<file path="config.mk">
export PLATFORM = sky130hd
export DESIGN_NAME = cdc_unit
export DESIGN_NICKNAME = d
export VERILOG_FILES = /design/src/rtl/cdc_pkg.sv /design/src/rtl/cdc_detect.sv /design/src/rtl/cdc_ctx.sv /design/src/rtl/cdc_seq.sv /design/src/rtl/cdc_unit.sv
export SDC_FILE = /design/constraint.sdc
export NUM_CORES = 1
export LEC_CHECK = 0
export BUFFER_PORTS_ARGS = -buffer_cell sky130_fd_sc_hd__buf_2
export CAP_MARGIN = 5
export CORE_ASPECT_RATIO = 0.75
export CORE_MARGIN = 10
export CORE_UTILIZATION = 40
export DETAILED_ROUTE_END_ITERATION = 8
export SLEW_MARGIN = 25
export SYNTH_ARGS = -nofsm -noshare
export SYNTH_HDL_FRONTEND = slang
export SYNTH_SLANG_ARGS = --single-unit
export TNS_END_PERCENT = 5
</file>
<file path="constraint.sdc">
create_clock -name clk -period 15.3 [get_ports clk]
set_clock_uncertainty 0.1 [all_clocks]
set_input_delay 2.295 -clock clk [delete_from_list [all_inputs] [get_ports clk]]
set_output_delay 2.295 -clock clk [all_outputs]
set_load 0.02 [all_outputs]
</file>
<file path="src/rtl/cdc_pkg.sv">
package cdc_pkg;

  // Bytes in one saved context record on the safe stack.
  localparam int FRAME_BYTES = 5;

  typedef enum logic [1:0] {
    SEQ_IDLE,
    SEQ_SAVE,
    SEQ_LOAD
  } seq_state_e;

  // Slot offset inside the jump table, scaled down to a domain number.
  function automatic logic [31:0] slot_to_domain(input logic [31:0] target,
                                                 input logic [31:0] base,
                                                 input int unsigned shift);
    return (target - base) >> shift;
  endfunction

  // True when a new record would touch or cross the run-time stack.
  function automatic logic record_collides(input logic [31:0] top,
                                           input logic [31:0] rt_sp);
    return (top + 32'(FRAME_BYTES)) >= rt_sp;
  endfunction

  // Byte k of a saved record, lowest address first.
  function automatic logic [7:0] record_byte(input logic [2:0]  k,
                                             input logic [15:0] ret,
                                             input logic [7:0]  dom,
                                             input logic [15:0] bnd);
    case (k)
      3'd0:    return ret[7:0];
      3'd1:    return ret[15:8];
      3'd2:    return dom;
      3'd3:    return bnd[7:0];
      default: return bnd[15:8];
    endcase
  endfunction

endpackage

</file>
<file path="src/rtl/cdc_detect.sv">
module cdc_detect #(
  parameter int PA_W       = 16,
  parameter int DOM_W      = 3,
  parameter int SLOT_SHIFT = 4
) (
  input  logic              call_strobe,
  input  logic [PA_W-1:0]   call_target,
  input  logic [PA_W-1:0]   tbl_base,
  input  logic [PA_W-1:0]   tbl_bound,
  output logic              table_hit,
  output logic [DOM_W-1:0]  callee_dom
);
  logic above_base;
  logic below_bound;

  assign above_base  = (call_target >= tbl_base);
  assign below_bound = (call_target < tbl_bound);
  assign table_hit   = call_strobe && above_base && below_bound;

  assign callee_dom = DOM_W'(cdc_pkg::slot_to_domain(32'(call_target),
                                                     32'(tbl_base),
                                                     SLOT_SHIFT));
endmodule

</file>
<file path="src/rtl/cdc_ctx.sv">
module cdc_ctx #(
  parameter int DA_W  = 16,
  parameter int DOM_W = 3
) (
  input  logic              clk,
  input  logic              rst_n,
  input  logic [DA_W-1:0]   cfg_ss_base,
  input  logic              commit_call,
  input  logic              commit_ret,
  input  logic [DOM_W-1:0]  next_dom,
  input  logic [DA_W-1:0]   next_bound,
  output logic [DOM_W-1:0]  cur_dom,
  output logic [DA_W-1:0]   stack_bound,
  output logic [DA_W-1:0]   ss_depth,
  output logic [DA_W-1:0]   ss_ptr
);
  localparam logic [DA_W-1:0] REC_SZ = DA_W'(cdc_pkg::FRAME_BYTES);

  always_ff @(posedge clk) begin
    if (!rst_n) begin
      cur_dom     <= '0;
      stack_bound <= '1;
      ss_depth    <= '0;
    end else if (commit_call) begin
      cur_dom     <= next_dom;
      stack_bound <= next_bound;
      ss_depth    <= ss_depth + REC_SZ;
    end else if (commit_ret) begin
      cur_dom     <= next_dom;
      stack_bound <= next_bound;
      ss_depth    <= ss_depth - REC_SZ;
    end
  end

  assign ss_ptr = cfg_ss_base + ss_depth;


  depth_underflow_chk: assert property (@(posedge clk) disable iff (!rst_n)
    commit_ret |-> (ss_depth >= REC_SZ));


  dom_change_cause_chk: assert property (@(posedge clk) disable iff (!rst_n)
    !$stable(cur_dom) |-> $past(commit_call || commit_ret));


  commit_exclusive_chk: assert property (@(posedge clk) disable iff (!rst_n)
    !(commit_call && commit_ret));
endmodule

</file>
<file path="src/rtl/cdc_seq.sv">
module cdc_seq #(
  parameter int PA_W       = 16,
  parameter int DA_W       = 16,
  parameter int DOM_W      = 3,
  parameter int CALL_WORDS = 2
) (
  input  logic              clk,
  input  logic              rst_n,
  input  logic              table_hit,
  input  logic [DOM_W-1:0]  callee_dom,
  input  logic              ret_strobe,
  input  logic [PA_W-1:0]   pc,
  input  logic [DA_W-1:0]   sp,
  input  logic [DOM_W-1:0]  cur_dom,
  input  logic [DA_W-1:0]   stack_bound,
  input  logic [DA_W-1:0]   ss_depth,
  input  logic [DA_W-1:0]   ss_ptr,
  input  logic [7:0]        ram_rdata,
  output logic              stall,
  output logic              ram_wr_en,
  output logic              ram_rd_en,
  output logic [DA_W-1:0]   ram_addr,
  output logic [7:0]        ram_wdata,
  output logic              commit_call,
  output logic              commit_ret,
  output logic [DOM_W-1:0]  next_dom,
  output logic [DA_W-1:0]   next_bound,
  output logic              ret_redirect,
  output logic [PA_W-1:0]   ret_target,
  output logic              ovf_fault
);
  import cdc_pkg::*;

  localparam logic [2:0] SAVE_LAST = 3'(FRAME_BYTES - 1);
  localparam logic [2:0] LOAD_LAST = 3'(FRAME_BYTES);

  seq_state_e  state;
  logic [2:0]  step;

  // Record being saved or restored.
  logic [15:0]      rec_ret;
  logic [7:0]       rec_dom;
  logic [15:0]      rec_bnd;
  // Context to enter once the record is saved.
  logic [DOM_W-1:0] enter_dom;
  logic [DA_W-1:0]  enter_bnd;

  // Named events for the checks.
  logic idle;
  logic would_collide;
  logic call_go;
  logic call_refused;
  logic ret_go;
  logic save_last;
  logic load_last;

  assign idle          = (state == SEQ_IDLE);
  assign would_collide = record_collides(32'(ss_ptr), 32'(sp));
  assign call_go       = idle && table_hit && !would_collide;
  assign call_refused  = idle && table_hit && would_collide;
  assign ret_go        = idle && ret_strobe && !table_hit &&
                         (ss_depth != '0) && (sp == stack_bound);
  assign save_last     = (state == SEQ_SAVE) && (step == SAVE_LAST);
  assign load_last     = (state == SEQ_LOAD) && (step == LOAD_LAST);

  assign stall = call_go || ret_go || !idle;

  // RAM port.
  always_comb begin
    ram_wr_en = 1'b0;
    ram_rd_en = 1'b0;
    ram_addr  = '0;
    ram_wdata = '0;
    if (state == SEQ_SAVE) begin
      ram_wr_en = 1'b1;
      ram_addr  = ss_ptr + DA_W'(step);
      ram_wdata = record_byte(step, rec_ret, rec_dom, rec_bnd);
    end else if ((state == SEQ_LOAD) && (step < LOAD_LAST)) begin
      ram_rd_en = 1'b1;
      ram_addr  = ss_ptr - DA_W'(step) - DA_W'(1);
    end
  end

  // Context update towards the register block.
  assign commit_call = save_last;
  assign commit_ret  = load_last;
  assign next_dom    = (state == SEQ_SAVE) ? enter_dom : DOM_W'(rec_dom);
  assign next_bound  = (state == SEQ_SAVE) ? enter_bnd : DA_W'(rec_bnd);

  always_ff @(posedge clk) begin
    if (!rst_n) begin
      state        <= SEQ_IDLE;
      step         <= '0;
      rec_ret      <= '0;
      rec_dom      <= '0;
      rec_bnd      <= '0;
      enter_dom    <= '0;
      enter_bnd    <= '0;
      ret_redirect <= 1'b0;
      ret_target   <= '0;
      ovf_fault    <= 1'b0;
    end else begin
      ret_redirect <= 1'b0;
      ovf_fault    <= call_refused;
      case (state)
        SEQ_IDLE: begin
          step <= '0;
          if (call_go) begin
            state     <= SEQ_SAVE;
            rec_ret   <= 16'(pc + PA_W'(CALL_WORDS));
            rec_dom   <= 8'(cur_dom);
            rec_bnd   <= 16'(stack_bound);
            enter_dom <= callee_dom;
            enter_bnd <= sp;
          end else if (ret_go) begin
            state <= SEQ_LOAD;
          end
        end
        SEQ_SAVE: begin
          if (save_last) begin
            state <= SEQ_IDLE;
            step  <= '0;
          end else begin
            step <= step + 3'd1;
          end
        end
        SEQ_LOAD: begin
          // Data for the address issued in step k-1 is present in step k.
          case (step)
            3'd1: rec_bnd[15:8] <= ram_rdata;
            3'd2: rec_bnd[7:0]  <= ram_rdata;
            3'd3: rec_dom       <= ram_rdata;
            3'd4: rec_ret[15:8] <= ram_rdata;
            default: ;
          endcase
          if (load_last) begin
            state        <= SEQ_IDLE;
            step         <= '0;
            ret_redirect <= 1'b1;
            ret_target   <= PA_W'({rec_ret[15:8], ram_rdata});
          end else begin
            step <= step + 3'd1;
          end
        end
        default: state <= SEQ_IDLE;
      endcase
    end
  end


  save_addr_step_chk: assert property (@(posedge clk) disable iff (!rst_n)
    (ram_wr_en && $past(ram_wr_en)) |-> (ram_addr == $past(ram_addr) + DA_W'(1)));


  load_addr_step_chk: assert property (@(posedge clk) disable iff (!rst_n)
    (ram_rd_en && $past(ram_rd_en)) |-> (ram_addr == $past(ram_addr) - DA_W'(1)));


  write_under_stall_chk: assert property (@(posedge clk) disable iff (!rst_n)
    (ram_wr_en || ram_rd_en) |-> stall);


  refused_no_write_chk: assert property (@(posedge clk) disable iff (!rst_n)
    call_refused |=> (!ram_wr_en && ovf_fault));


  redirect_after_load_chk: assert property (@(posedge clk) disable iff (!rst_n)
    ret_redirect |-> $past(commit_ret));


  port_exclusive_chk: assert property (@(posedge clk) disable iff (!rst_n)
    !(ram_wr_en && ram_rd_en));
endmodule

</file>
<file path="src/rtl/cdc_unit.sv">
module cdc_unit #(
  parameter int PA_W       = 16,
  parameter int DA_W       = 16,
  parameter int DOM_W      = 3,
  parameter int SLOT_SHIFT = 4,
  parameter int CALL_WORDS = 2
) (
  input  logic              clk,
  input  logic              rst_n,
  input  logic [PA_W-1:0]   cfg_tbl_base,
  input  logic [PA_W-1:0]   cfg_tbl_bound,
  input  logic [DA_W-1:0]   cfg_ss_base,
  input  logic              call_strobe,
  input  logic [PA_W-1:0]   call_target,
  input  logic [PA_W-1:0]   pc,
  input  logic              ret_strobe,
  input  logic [DA_W-1:0]   sp,
  input  logic [7:0]        ram_rdata,
  output logic              stall,
  output logic              ram_wr_en,
  output logic              ram_rd_en,
  output logic [DA_W-1:0]   ram_addr,
  output logic [7:0]        ram_wdata,
  output logic [DOM_W-1:0]  cur_dom,
  output logic [DA_W-1:0]   stack_bound,
  output logic [DA_W-1:0]   ss_ptr,
  output logic              ret_redirect,
  output logic [PA_W-1:0]   ret_target,
  output logic              ovf_fault
);
  logic              table_hit;
  logic [DOM_W-1:0]  callee_dom;
  logic              commit_call;
  logic              commit_ret;
  logic [DOM_W-1:0]  next_dom;
  logic [DA_W-1:0]   next_bound;
  logic [DA_W-1:0]   ss_depth;

  cdc_detect #(
    .PA_W       (PA_W),
    .DOM_W      (DOM_W),
    .SLOT_SHIFT (SLOT_SHIFT)
  ) u_detect (
    .call_strobe (call_strobe),
    .call_target (call_target),
    .tbl_base    (cfg_tbl_base),
    .tbl_bound   (cfg_tbl_bound),
    .table_hit   (table_hit),
    .callee_dom  (callee_dom)
  );

  cdc_seq #(
    .PA_W       (PA_W),
    .DA_W       (DA_W),
    .DOM_W      (DOM_W),
    .CALL_WORDS (CALL_WORDS)
  ) u_seq (
    .clk          (clk),
    .rst_n        (rst_n),
    .table_hit    (table_hit),
    .callee_dom   (callee_dom),
    .ret_strobe   (ret_strobe),
    .pc           (pc),
    .sp           (sp),
    .cur_dom      (cur_dom),
    .stack_bound  (stack_bound),
    .ss_depth     (ss_depth),
    .ss_ptr       (ss_ptr),
    .ram_rdata    (ram_rdata),
    .stall        (stall),
    .ram_wr_en    (ram_wr_en),
    .ram_rd_en    (ram_rd_en),
    .ram_addr     (ram_addr),
    .ram_wdata    (ram_wdata),
    .commit_call  (commit_call),
    .commit_ret   (commit_ret),
    .next_dom     (next_dom),
    .next_bound   (next_bound),
    .ret_redirect (ret_redirect),
    .ret_target   (ret_target),
    .ovf_fault    (ovf_fault)
  );

  cdc_ctx #(
    .DA_W  (DA_W),
    .DOM_W (DOM_W)
  ) u_ctx (
    .clk         (clk),
    .rst_n       (rst_n),
    .cfg_ss_base (cfg_ss_base),
    .commit_call (commit_call),
    .commit_ret  (commit_ret),
    .next_dom    (next_dom),
    .next_bound  (next_bound),
    .cur_dom     (cur_dom),
    .stack_bound (stack_bound),
    .ss_depth    (ss_depth),
    .ss_ptr      (ss_ptr)
  );
endmodule

</file>
# Yosys cells after proc, flatten, opt, wreduce, memory -nomap -nowiden
# Index checks and enable logic that the tools add are counted.
[totals]
output_inout_bits = 80
ff_bits = 117
[classes]
n_lt_le_gt_ge = 4
n_mux = 34
eq_ne = 16
n_addsub = 10
n_reduce_logical = 31
[ops]
columns = ["op", "count"]
rows = [
  ["$mux W16", 9],
  ["$mux W8", 6],
  ["$ge A32 B16 Y1", 1],
  ["$pmux W16 S2", 1],
  ["$pmux W8 S2", 2],
  ["$pmux W8 S4", 1],
  ["$add A16 B3 Y17 const B", 1],
  ["$add A16 B16 Y16", 1],
  ["$add A16 B2 Y16 const B", 1],
  ["$add A16 B3 Y16", 1],
  ["$add A16 B3 Y16 const B", 1],
  ["$eq A16 B16 Y1", 1],
  ["$ge A16 B16 Y1", 1],
  ["$lt A16 B16 Y1", 1],
  ["$reduce_bool A16 Y1", 1],
  ["$sub A16 B1 Y16 const B", 1],
  ["$sub A16 B3 Y16", 1],
  ["$sub A16 B3 Y16 const B", 1],
  ["$mux W3", 5],
  ["$reduce_and A3 Y1", 5],
  ["$logic_and A1 B1 Y1", 12],
  ["$ne A2 B2 Y1 const B", 6],
  ["$pmux W3 S3", 1],
  ["$mux W2", 4],
  ["other kinds (19)", 30],
]

# Longest topological paths before layout
[logic_depth]
word_depth = 10
mapped_depth = 22
depth_no_buf = 21

# Cells and area by module
# A second synthesis with hierarchy kept.
[hier_totals]
cells_unflattened = 1198
hier_area_um2 = 9500.4
[by_module_without_submodules]
columns = ["mod", "n_inst", "cells_each", "area_per_inst_um2", "seq_area_each_um2"]
rows = [
  ["cdc_seq", 1, 732, 5962.0, 1641.6],
  ["cdc_ctx", 1, 352, 2716.4, 700.7],
  ["cdc_detect", 1, 114, 822.0, 0.0],
]

# Least setup slack after synthesis
# Ideal clock, no wire load.
[synth_timing]
kind = "in2out"
start = "input cfg_ss_base[4]"
end = "output stall"
setup_slack_ns = 6.392
path_buffers = 2
cell_stages = 18
arrival_time_ns = 6.513
path_cell_list = "ha_1 buf_4 and3_1 o311a_1 a221oi_2 o21ai_0 xor2_1 and4_1 clkbuf_1 nand3_1 xnor2_1 ha_1 a21o_1 a21o_1 a221oi_1 o21a_1 o211ai_2 nand3_1"
[synth_between]
elab_chain_cells = 7
[synth_rtl]
columns = ["item", "line", "rtl"]
rows = [
  ["from (decl)", "cdc_unit.sv:12", "input logic [DA_W-1:0] cfg_ss_base,"],
  ["$add A16 B16 Y16", "cdc_ctx.sv:35", "assign ss_ptr = cfg_ss_base + ss_depth;"],
  ["named net ss_ptr[11]", "cdc_unit.sv:26", "output logic [DA_W-1:0] ss_ptr,"],
  ["$add A16 B3 Y17", "cdc_pkg.sv:22", "return (top + 32'(FRAME_BYTES)) >= rt_sp;"],
  ["$ge A32 B16 Y1", "cdc_pkg.sv:22", ""],
  ["$logic_not A1 Y1", "cdc_seq.sv:59", "assign call_go = idle && table_hit && !would_collide;"],
  ["$logic_and A1 B1 Y1", "cdc_seq.sv:59", ""],
  ["$logic_or A1 B1 Y1 (2 in series)", "cdc_seq.sv:66", "assign stall = call_go || ret_go || !idle;"],
  ["to (decl)", "cdc_unit.sv:19", "output logic stall,"],
]
# The timed path passes the listed nets, and every way through them passes these cells.

# Final worst setup path
[layout_timing]
start = "input cfg_ss_base[4]"
end = "output stall"
[layout_between]
elab_chain_cells = 7
[layout_rtl]
columns = ["item", "line"]
rows = [
  ["$add A16 B16 Y16", "cdc_ctx.sv:35"],
  ["$add A16 B3 Y17", "cdc_pkg.sv:22"],
  ["$ge A32 B16 Y1", "cdc_pkg.sv:22"],
  ["$logic_not A1 Y1", "cdc_seq.sv:59"],
  ["$logic_and A1 B1 Y1", "cdc_seq.sv:59"],
  ["$logic_or A1 B1 Y1 (2 in series)", "cdc_seq.sv:66"],
]
# No other way between the ends.

==> out/qor.csv <==
metric;value;unit
sequential area share after synthesis;25.0;%
wire per inst;18.6;um
achievable frequency;106;MHz
Final Hold Violating Endpoints;0;
Async SR Flop Fraction;0;%
Mapped Cells;1186;
Crit path required time;12.90;ns
worst path arrival time;7.04;ns
final instance area;11200;um2
Post-Syn Nets;1391;
die area;30000;um2
worst r2r src;u_ctx.ss_depth[1];
met3 GRT Util;4.29;%
met1 Use GR;29.6;%
Final TNS setup;0;ns
Die Ht;152;um
most frequent cells in the layout;buf_2, nand2_1, dfxtp_1;
Synth cell types;71;
Util after Layout;48.8;%
Post-synth EDFFs;0;
Critical Path Source Type;primary input;
Post-Synth XOR/XNOR Area;9.84;%
combinational family with the most area after synthesis;compound AO/OA/AOI/OAI gates;
Final Slew Violations;0;
dpl hpwl;24.3;mm
grt total ovfl;0;
Pwr Total;1.04;mW
Worst Hold Slack;0.351;ns
complex-gate fraction of the synthesized area;19.1;%
mapped cell area;9360;um2
grt met2 use;28.0;%
number of global-route vias before repair;8326;
Tmin final;9.44;ns
Nets;1552;
pre-CTS setup slack;5.93;ns
first-pass GRT wire length;47.9;mm
GR Util All Layers;19.7;%
Final period util;61.7;%
total CTS buffers;17;
post-CTS setup buffer count;0;
Endpoint, Worst Hold;u_seq.ret_target[13];
post-synthesis simple-gate area fraction;18.8;%
CP max stage cell;nor2b_1;
post_cts resized;0;
DRC violations left;0;
Rel. slew slack;29.1;%
main flop type after synthesis;dfxtp_1;
type of the worst min-delay path;reg -> reg;
worst r2r path cells;19;
most common cell after layout, fill and taps aside;buf_2;
share of the synthesized area in the top cell type;25.0;%
Final setup viols;0;
Leak Pwr;5.35;nW
status;finished clean;
area leader, netlist;dfxtp_1;
RSZ-0062 raised after global routing;false;
gp weighted congestion;0.887;
crit-path max FO;10;
FP Rows;48;
Inst Count DP;1628;
First-pass DRT Iterations;5;
Yosys reg bits;117;
CTS tree;done;
Worst R2R End;u_seq.rec_ret[8];
kind of critical path;in -> out;
core box area;23000;um2
PortBufs;187;
1st-iter DRT viols;719;
Placement Cell Area;10500;um2
VDD IR-drop max;0.0000708;V
CTS Hold Bufs;0;
Clock Latency Late Sink;0.42;ns
setup ws final;5.86;ns
pwr dens;92.9;nW/um2
Reg clk slew, reported paths;0.06;ns
reg2reg setup slack;9.03;ns
largest net degree at the start of global routing;76;
Synth Area in Adders;13.3;%
multiplexer area fraction after synthesis;7.71;%
clk buf depth;2;
# clock sinks;117;
Die Wd;197;um
routed vias/inst;5.39;
Initial Utilization;40.7;%
root buffer cell;clkbuf_16;
Max H-tree Level;4;
busiest layer in global routing;met1;
Syn. warnings;0;
CP max stage delay;0.67;ns
Max-cap violations;0;
share of layout cells above drive strength 1;19.3;%
synth top area cells;dfxtp_1, ha_1, mux2i_1;
area grow syn2layout;19.8;%
I/O Pins;188;
routed vias;8979;
synthesized area per cell;7.89;um2
Routed WL;31.0;mm
Worst-Margin Slew;1.06;ns
min-delay src;u_seq.ret_target[13];
non-filler cells, final;1666;
post-route antenna net violation count;0;
CP Capture Type;output pin;
initial antenna violation count;7;
worst path cell trace;buf_2 > ha_1 > and3_1 > a22oi_1 > mux2_2 > nor2b_1 > nand2_1 > nor2_1 > nand2_1 > xnor2_1 > ha_1 > and3_1 > a211oi_1 > o21ai_0 > a221oi_1 > o21a_1 > o211ai_2 > nand3_1 > buf_2;
hold path depth;2;
==> per-layer routing <==
| metal | routed length (um) | share of wire (%) |
|---|---|---|
| met1 | 15600 | 50 |
| met2 | 12900 | 42 |
| met3 | 2170 | 7.0 |
| met4 | 284 | 0.92 |
| met5 | 13 | 0.042 |
==> flip-flops by register name (all words and copies together) (netlist names) <==
name,cells
u_ctx.stack_bound,16
u_seq.rec_ret,16
u_ctx.ss_depth,16
u_seq.enter_dom,3
u_seq.state,2
u_seq.ret_redirect,1
u_seq.rec_dom,8
u_seq.step,3
u_seq.enter_bnd,16
u_seq.rec_bnd,16
u_seq.ovf_fault,1
u_ctx.cur_dom,3
u_seq.ret_target,16
==> worst max-delay path, delay by kind of cell <==
family                     cells  cell delay (ns)
AOI/OAI and AO/OA              6             1.27
and+or+nand+nor                7             1.91
buffers and inverters          2             0.29
adders and majority gates      2             0.78
xor gates and xnor gates       1             0.15
muxes                          1             0.37
==> power breakdown <==
group          leakage (nW)  switching [mW]  internal, mW
sequential            0.946          0.0178         0.323
combinational          4.08           0.157        0.0944
clock                 0.317           0.155         0.295
==> worst max path at each step <==
stage / depth (start not counted) / startpoint / slack (ns) / endpoint
global placement: 19 / cfg_ss_base[4] / 6.08 / stall
finish: 19 / cfg_ss_base[4] / 5.86 / stall
floorplan: 18 / cfg_ss_base[4] / 6.39 / stall
CTS: 19 / cfg_ss_base[4] / 5.91 / stall
detailed placement: 19 / cfg_ss_base[4] / 5.93 / stall
global route: 19 / cfg_ss_base[4] / 5.47 / stall
==> cell type report <==
class	count	area, um2
Inverter	94	353
Antenna cell	6	15.0
Clock buffer	18	439
Fill cell	2342	11800
Clock inverter	14	223
Sequential cell	117	2340
Multi-Input combinational cell	922	6470
Tap cell	300	375
Timing Repair Buffer	195	996
==> kinds of logic (layout without fill, tap and decap cells) <==
group | count (synthesis) | count (layout)
AND/OR/NAND/NOR | 384 | 384
AO/OA/AOI/OAI | 269 | 269
buffers and inverters | 147 | 321
flip-flops | 117 | 117
XOR/XNOR | 100 | 100
adder cells (fa/ha/maj) | 97 | 97
multiplexers | 72 | 72
other | 0 | 6
==> synthesized netlist by cell type, drive strengths merged, types with 7 or more instances <==
| cell | count |
|---|---|
| ha | 93 |
| and3 | 12 |
| a21oi | 66 |
| nor4 | 9 |
| a31oi | 11 |
| mux2i | 71 |
| nand2b | 10 |
| clkbuf | 39 |
| nand3 | 35 |
| nand2 | 185 |
| nor3 | 12 |
| dfxtp | 117 |
| o21a | 8 |
| a211oi | 14 |
| xnor2 | 53 |
| o21ai | 68 |
| a221oi | 7 |
| buf | 14 |
| o22ai | 14 |
| nand4 | 9 |
| xor2 | 47 |
| a22oi | 18 |
| inv | 92 |
| nor2 | 75 |
| a21o | 24 |
No activity file was read; power rests on OpenSTA's default activity.
